`src/rtl/ivl_pkg.sv`:
```
package ivl_pkg;
  localparam int MW = 5;

  localparam logic [MW-1:0] MD_LEVEL    = 5'd0;
  localparam logic [MW-1:0] MD_LAST_GT  = 5'd1;
  localparam logic [MW-1:0] MD_LAST_LT  = 5'd2;
  localparam logic [MW-1:0] MD_FIRST_GT = 5'd3;
  localparam logic [MW-1:0] MD_FIRST_LT = 5'd4;
  localparam logic [MW-1:0] MD_COUNT    = 5'd5;
  localparam logic [MW-1:0] MD_MISS     = 5'd7;

  function automatic logic is_span(input logic [MW-1:0] m);
    return (m == MD_LAST_GT) || (m == MD_LAST_LT) ||
           (m == MD_FIRST_GT) || (m == MD_FIRST_LT);
  endfunction

  function automatic logic is_last(input logic [MW-1:0] m);
    return (m == MD_LAST_GT) || (m == MD_LAST_LT);
  endfunction

  function automatic logic is_greater(input logic [MW-1:0] m);
    return (m == MD_LAST_GT) || (m == MD_FIRST_GT);
  endfunction
endpackage

```
`src/rtl/ivl_span.sv`:
```
module ivl_span #(
  parameter int TW = 26
) (
  input  logic          clk,
  input  logic          rst_n,
  input  logic          run,
  input  logic          restart_on_a,
  input  logic          ev_a,
  input  logic          close,
  output logic          armed,
  output logic [TW-1:0] cnt
);
  localparam logic [TW-1:0] CMAX = {TW{1'b1}};
  localparam logic [TW-1:0] ONE  = TW'(1);

  logic          armed_q, armed_d;
  logic [TW-1:0] cnt_q, cnt_d;

  always_comb begin
    armed_d = armed_q;
    cnt_d   = cnt_q;
    if (!run) begin
      armed_d = 1'b0;
      cnt_d   = '0;
    end else begin
      if (armed_q && (cnt_q != CMAX)) cnt_d = cnt_q + ONE;
      if (close) begin
        armed_d = 1'b0;
        cnt_d   = '0;
      end
      if (ev_a && (!armed_q || close || restart_on_a)) begin
        armed_d = 1'b1;
        cnt_d   = ONE;
      end
    end
  end

  always_ff @(posedge clk or negedge rst_n) begin
    if (!rst_n) begin
      armed_q <= 1'b0;
      cnt_q   <= '0;
    end else begin
      armed_q <= armed_d;
      cnt_q   <= cnt_d;
    end
  end

  assign armed = armed_q;
  assign cnt   = cnt_q;
endmodule

```
`src/rtl/ivl_extreme.sv`:
```
module ivl_extreme #(
  parameter int TW = 26
) (
  input  logic          clk,
  input  logic          rst_n,
  input  logic          en,
  input  logic          pick_min,
  input  logic          load,
  input  logic [TW-1:0] value,
  output logic [TW-1:0] extreme
);
  logic          seen_q, seen_d;
  logic [TW-1:0] ext_q, ext_d;
  logic          better;

  always_comb begin
    better = pick_min ? (value < ext_q) : (value > ext_q);
    seen_d = seen_q;
    ext_d  = ext_q;
    if (!en) begin
      seen_d = 1'b0;
      ext_d  = '0;
    end else if (load) begin
      seen_d = 1'b1;
      if (!seen_q || better) ext_d = value;
    end
  end

  always_ff @(posedge clk or negedge rst_n) begin
    if (!rst_n) begin
      seen_q <= 1'b0;
      ext_q  <= '0;
    end else begin
      seen_q <= seen_d;
      ext_q  <= ext_d;
    end
  end

  assign extreme = ext_q;
endmodule

```
`src/rtl/ivl_tally.sv`:
```
module ivl_tally #(
  parameter int TW = 26
) (
  input  logic          clk,
  input  logic          rst_n,
  input  logic          count_run,
  input  logic          miss_run,
  input  logic          trg1,
  input  logic          trg2,
  input  logic [TW-1:0] thresh,
  output logic          count_hit,
  output logic          miss_hit
);
  localparam logic [TW-1:0] ONE = TW'(1);

  logic [TW-1:0] occ_q, occ_d;
  logic [TW:0]   occ_inc;
  logic [TW-1:0] win_q, win_d;
  logic          wait_q, wait_d;

  always_comb begin
    occ_inc   = {1'b0, occ_q} + {{TW{1'b0}}, 1'b1};
    occ_d     = occ_q;
    count_hit = 1'b0;
    if (!count_run) begin
      occ_d = '0;
    end else if (trg1) begin
      if (occ_inc >= {1'b0, thresh}) begin
        count_hit = 1'b1;
        occ_d     = '0;
      end else begin
        occ_d = occ_inc[TW-1:0];
      end
    end
  end

  always_comb begin
    wait_d   = wait_q;
    win_d    = win_q;
    miss_hit = 1'b0;
    if (!miss_run) begin
      wait_d = 1'b0;
      win_d  = '0;
    end else if (wait_q) begin
      if (trg2) begin
        wait_d = 1'b0;
      end else if (win_q >= thresh) begin
        miss_hit = 1'b1;
        wait_d   = 1'b0;
      end else begin
        win_d = win_q + ONE;
      end
    end else if (trg1) begin
      wait_d = 1'b1;
      win_d  = ONE;
    end
  end

  always_ff @(posedge clk or negedge rst_n) begin
    if (!rst_n) begin
      occ_q  <= '0;
      win_q  <= '0;
      wait_q <= 1'b0;
    end else begin
      occ_q  <= occ_d;
      win_q  <= win_d;
      wait_q <= wait_d;
    end
  end
endmodule

```
`src/rtl/ivl_engine.sv`:
```
module ivl_engine
  import ivl_pkg::*;
#(
  parameter int TW = 26
) (
  input  logic          clk,
  input  logic          rst_n,
  input  logic          en,
  input  logic [MW-1:0] mode,
  input  logic [TW-1:0] thresh,
  input  logic          pick_min,
  input  logic          ev_a,
  input  logic          ev_b,
  input  logic          trg1,
  input  logic          trg2,
  output logic          fire,
  output logic [TW-1:0] extreme
);
  logic          span_run, span_close, span_armed, span_pass;
  logic [TW-1:0] span_cnt;
  logic          count_hit, miss_hit;
  logic          fire_q, fire_d;

  assign span_run   = en && is_span(mode);
  assign span_close = span_run && span_armed && ev_b;
  assign span_pass  = is_greater(mode) ? (span_cnt > thresh) : (span_cnt < thresh);

  ivl_span #(.TW(TW)) u_span (
    .clk          (clk),
    .rst_n        (rst_n),
    .run          (span_run),
    .restart_on_a (is_last(mode)),
    .ev_a         (ev_a),
    .close        (span_close),
    .armed        (span_armed),
    .cnt          (span_cnt)
  );

  ivl_extreme #(.TW(TW)) u_ext (
    .clk      (clk),
    .rst_n    (rst_n),
    .en       (en),
    .pick_min (pick_min),
    .load     (span_close),
    .value    (span_cnt),
    .extreme  (extreme)
  );

  ivl_tally #(.TW(TW)) u_tally (
    .clk       (clk),
    .rst_n     (rst_n),
    .count_run (en && (mode == MD_COUNT)),
    .miss_run  (en && (mode == MD_MISS)),
    .trg1      (trg1),
    .trg2      (trg2),
    .thresh    (thresh),
    .count_hit (count_hit),
    .miss_hit  (miss_hit)
  );

  always_comb begin
    fire_d = 1'b0;
    if (en) begin
      case (mode)
        MD_LEVEL:    fire_d = trg1;
        MD_LAST_GT,
        MD_LAST_LT,
        MD_FIRST_GT,
        MD_FIRST_LT: fire_d = span_close && span_pass;
        MD_COUNT:    fire_d = count_hit;
        MD_MISS:     fire_d = miss_hit;
        default:     fire_d = 1'b0;
      endcase
    end
  end

  always_ff @(posedge clk or negedge rst_n) begin
    if (!rst_n) fire_q <= 1'b0;
    else        fire_q <= fire_d;
  end

  assign fire = fire_q;
endmodule

```
`config.mk`:
```
export PLATFORM = sky130hd
export DESIGN_NAME = ivl_engine
export DESIGN_NICKNAME = d
export VERILOG_FILES = /design/src/rtl/ivl_pkg.sv /design/src/rtl/ivl_span.sv /design/src/rtl/ivl_extreme.sv /design/src/rtl/ivl_tally.sv /design/src/rtl/ivl_engine.sv
export SDC_FILE = /design/constraint.sdc
export NUM_CORES = 1
export LEC_CHECK = 0
export ABC_AREA = 1
export BUFFER_PORTS_ARGS = -buffer_cell sky130_fd_sc_hd__buf_4
export CAP_MARGIN = 5
export CORE_AREA = 2 2 185 187
export CTS_CLUSTER_DIAMETER = 200
export DETAILED_ROUTE_END_ITERATION = 6
export DIE_AREA = 0 0 187 189
export GPL_TIMING_DRIVEN = 1
export HOLD_SLACK_MARGIN = 0.02
export PLACE_DENSITY_LB_ADDON = 0.05
export SLEW_MARGIN = 20
export SYNTH_ARGS = -nofsm -noshare
export SYNTH_HDL_FRONTEND = slang
export SYNTH_HIERARCHICAL = 1
export SYNTH_SLANG_ARGS = --single-unit
export TNS_END_PERCENT = 30
```
`constraint.sdc`:
```
create_clock -name clk -period 7.7 [get_ports clk]
set_input_delay 1.54 -clock clk [delete_from_list [all_inputs] [get_ports clk]]
set_output_delay 1.54 -clock clk [all_outputs]
set_load 0.02 [all_outputs]
```
==> metrics.txt <==
status=completed; Hold Buf Count CTS=0; Net Sw Power=0.333 mW; post-synthesis async set-or-reset flop share=100%; Clock power frac=45.2%; Post-Layout Cell Count=1975; drt pass-1 iters=5; Final #Nets=1668; Post-Synthesis Cells=1473; FMAX=0.274 GHz; number of global-route vias before repair=8992; total grt overflow=0; Synth area leaders=dfrtp_1, nand2_1, ha_1; Reg clk slew, reported paths=0.08 ns; Required @ worst endpoint=8.03 ns; part of the power in registers=46.5%; total of max-cap violations=0; Worst Path Class, Setup=in2reg; internal power=0.890 mW; Slew Viols, Final=0; Slew Limit Headroom=38.6%; layout cells sized above 1=10.9%; share of the synthesized area in the top cell type=27.3%; sequential share of the synthesized area=27.3%; die area=0.0353 sq mm; Row Count=67; Ports=66; #FFs+latches synth=108; Tot GR Track Use=19.0%; synthesized area per cell=6.71 sq um; TNS Setup=0 ns; drt drc=0; synthesized cell area=0.00989 sq mm; actual slew at the worst max-slew pin=0.918 ns; Root Driver=clkbuf_16; Worst setup EP type=flop; Crit Path Max Fanout=29; Initial Util=29.7%; Final Setup Violations=0; Synth warnings=6; clk_lat worst skew=0.39 ns; H-tree levels=3; first-pass GRT wire length=51800 um; Placement Setup Slack=3.58 ns; HP Class=reg2reg; maximum vdd drop=0.000111 V; HPWL after detailed placement=25100 um; reg2reg setup slack=4.06 ns; via count=9279; commonest cells after routing, fill and taps aside=nand2_1, inv_1, nor2_1; DP Cell Count=1959; via/cell ratio=4.70; CTS tree=built; Yosys cell types=53; fin worst setup slack=4.05 ns; Switching Fraction=27.2%; Startpoint Class=input port; die width=187 um; chip height=189 um; hold slack=0.480 ns; Comb pwr share=8.3%; ANT nets after route=0; initial antenna violation count=0; final count of hold timing violations=0; pin count of the biggest net entering global routing=56; n_diodes=0; core region area=0.0333 sq mm; fin crit share=47.4%; Placer Congestion=0.831; Post-CTS Resized=0; Synth area leader=dfrtp_1; minimum clock period=3.65 ns; Power per Cell Area=110 mW/mm^2; Pleak=5.79 nW; CTS Sinks=108; crit path DAT=3.98 ns; Clock Path Buffers=2; fillers=3710; postcts setup bufs=0; RSZ-0062 raised after global routing=false; CTS buffer count=9; Mapped Nets=1619; DRT iter0 DRCs=527; skew final=0.0150 ns; Layout Area Growth over Synthesis=12.1%; commonest non-fill, non-tap cell in the layout=nand2_1; number of synthesized flops with an enable pin=0; Routed WL=32600 um; port buffer count=65; Final Util=33.3%; ys flop type=dfrtp_1; WL/cell=16.5 um
==> final timing paths <==
path	startpoint	to	cells past startpoint
max	mode[4]	u_tally/win_q[16]$_DFFE_PN0P_	9
min	u_ext/seen_q$_DFFE_PN0P_	u_ext/seen_q$_DFFE_PN0P_	2
max reg2reg	u_tally/occ_q[0]$_DFFE_PN0P_	fire$_DFF_PN0_	15
min reg2reg	u_ext/seen_q$_DFFE_PN0P_	u_ext/seen_q$_DFFE_PN0P_	2
max in group asynchronous	rst_n	u_span/cnt[20]$_DFFE_PN0P_	2
min in group asynchronous	rst_n	u_tally/wait_q$_DFF_PN0_	1
==> final cells by class <==
| type | count | area, sq um | share of cell area (%) |
|---|---|---|---|
| Clock buffer | 9 | 225 | 2.03 |
| Clock inverter | 7 | 106 | 0.959 |
| Timing Repair Buffer | 70 | 526 | 4.74 |
| Multi-Input combinational cell | 1114 | 6140 | 55.4 |
| Sequential cell | 108 | 2700 | 24.4 |
| Tap cell | 448 | 561 | 5.05 |
| Inverter | 219 | 827 | 7.46 |
==> cell families (layout without fill, tap and decap cells) <==
group | Yosys count | in the layout | synth area share, %
AND/OR/NAND/NOR | 884 | 884 | 40.5
buffers and inverters | 251 | 305 | 10.7
AO/OA/AOI/OAI | 103 | 103 | 6.07
flip-flops | 108 | 108 | 27.3
adder cells (fa/ha/maj) | 107 | 107 | 13.5
XOR/XNOR | 20 | 20 | 1.92
==> worst max-delay path: stages <==
cell and delay, ns:
buf_4 0.12, nor3_4 0.29, nand2_1 0.13, nor2_2 0.09, buf_4 0.35, clkinv_1 0.75
nor4_1 0.51, nand2_1 0.09, nand2_1 0.06
==> cells in the mapped netlist (3+ instances only) <==
cell type  instances
nand2_1          469
inv_1            207
nor2_1           152
dfrtp_1          108
ha_1             107
nand3_1          106
nand4_1           59
a21oi_1           44
nor3_1            23
nand2_2           21
o21ai_0           17
nor2_2            16
clkbuf_1          11
xor2_1            10
o21ai_1            8
o21bai_1           8
xnor2_1            8
a21o_1             7
buf_6              7
inv_2              7
buf_2              5
nand2_4            5
nor2_4             5
clkinv_1           4
nand3_2            4
a211oi_1           3
a21oi_2            3
buf_1              3
nand3b_1           3
nor3_2             3
nor3b_1            3
nor4_1             3
o211ai_1           3
o22ai_1            3
==> power groups by stage <==
| stage | clock [mW] | sequential (mW) | combinational [mW] |
|---|---|---|---|
| finish | 0.553 | 0.568 | 0.102 |
| global route | 0.600 | 0.568 | 0.116 |
| CTS | 0.583 | 0.568 | 0.105 |
| detailed placement | 0 | 0.580 | 0.105 |
| global placement | 0 | 0.580 | 0.104 |
| floorplan | 0 | 0.580 | 0.0514 |
==> state kept, by name, indices dropped and copies added (netlist names) <==
name / count
fire: 1
u_ext/extreme: 26
u_ext/seen_q: 1
u_span/armed: 1
u_span/cnt: 26
u_tally/occ_q: 26
u_tally/wait_q: 1
u_tally/win_q: 26
==> routing by layer <==
layer | track usage, % | routed length [um] | share of wire (%) | up-vias
met5 | 0 | 0 | 0 | -
met4 | 4.58 | 435 | 1.3 | 0
met3 | 3.19 | 1160 | 3.6 | 20
met2 | 29.8 | 14300 | 44 | 130
met1 | 27.1 | 16700 | 51 | 4312
li1 | - | - | - | 4817
==> stage by stage <==
step                      power [mW]  area [sq um]
after floorplan                0.631          9890
after global placement         0.684         10800
after detailed placement       0.684         10800
after CTS                       1.26         11100
after global routing            1.28         11100
final                           1.22         11100
(Power assumes the default switching activity.)
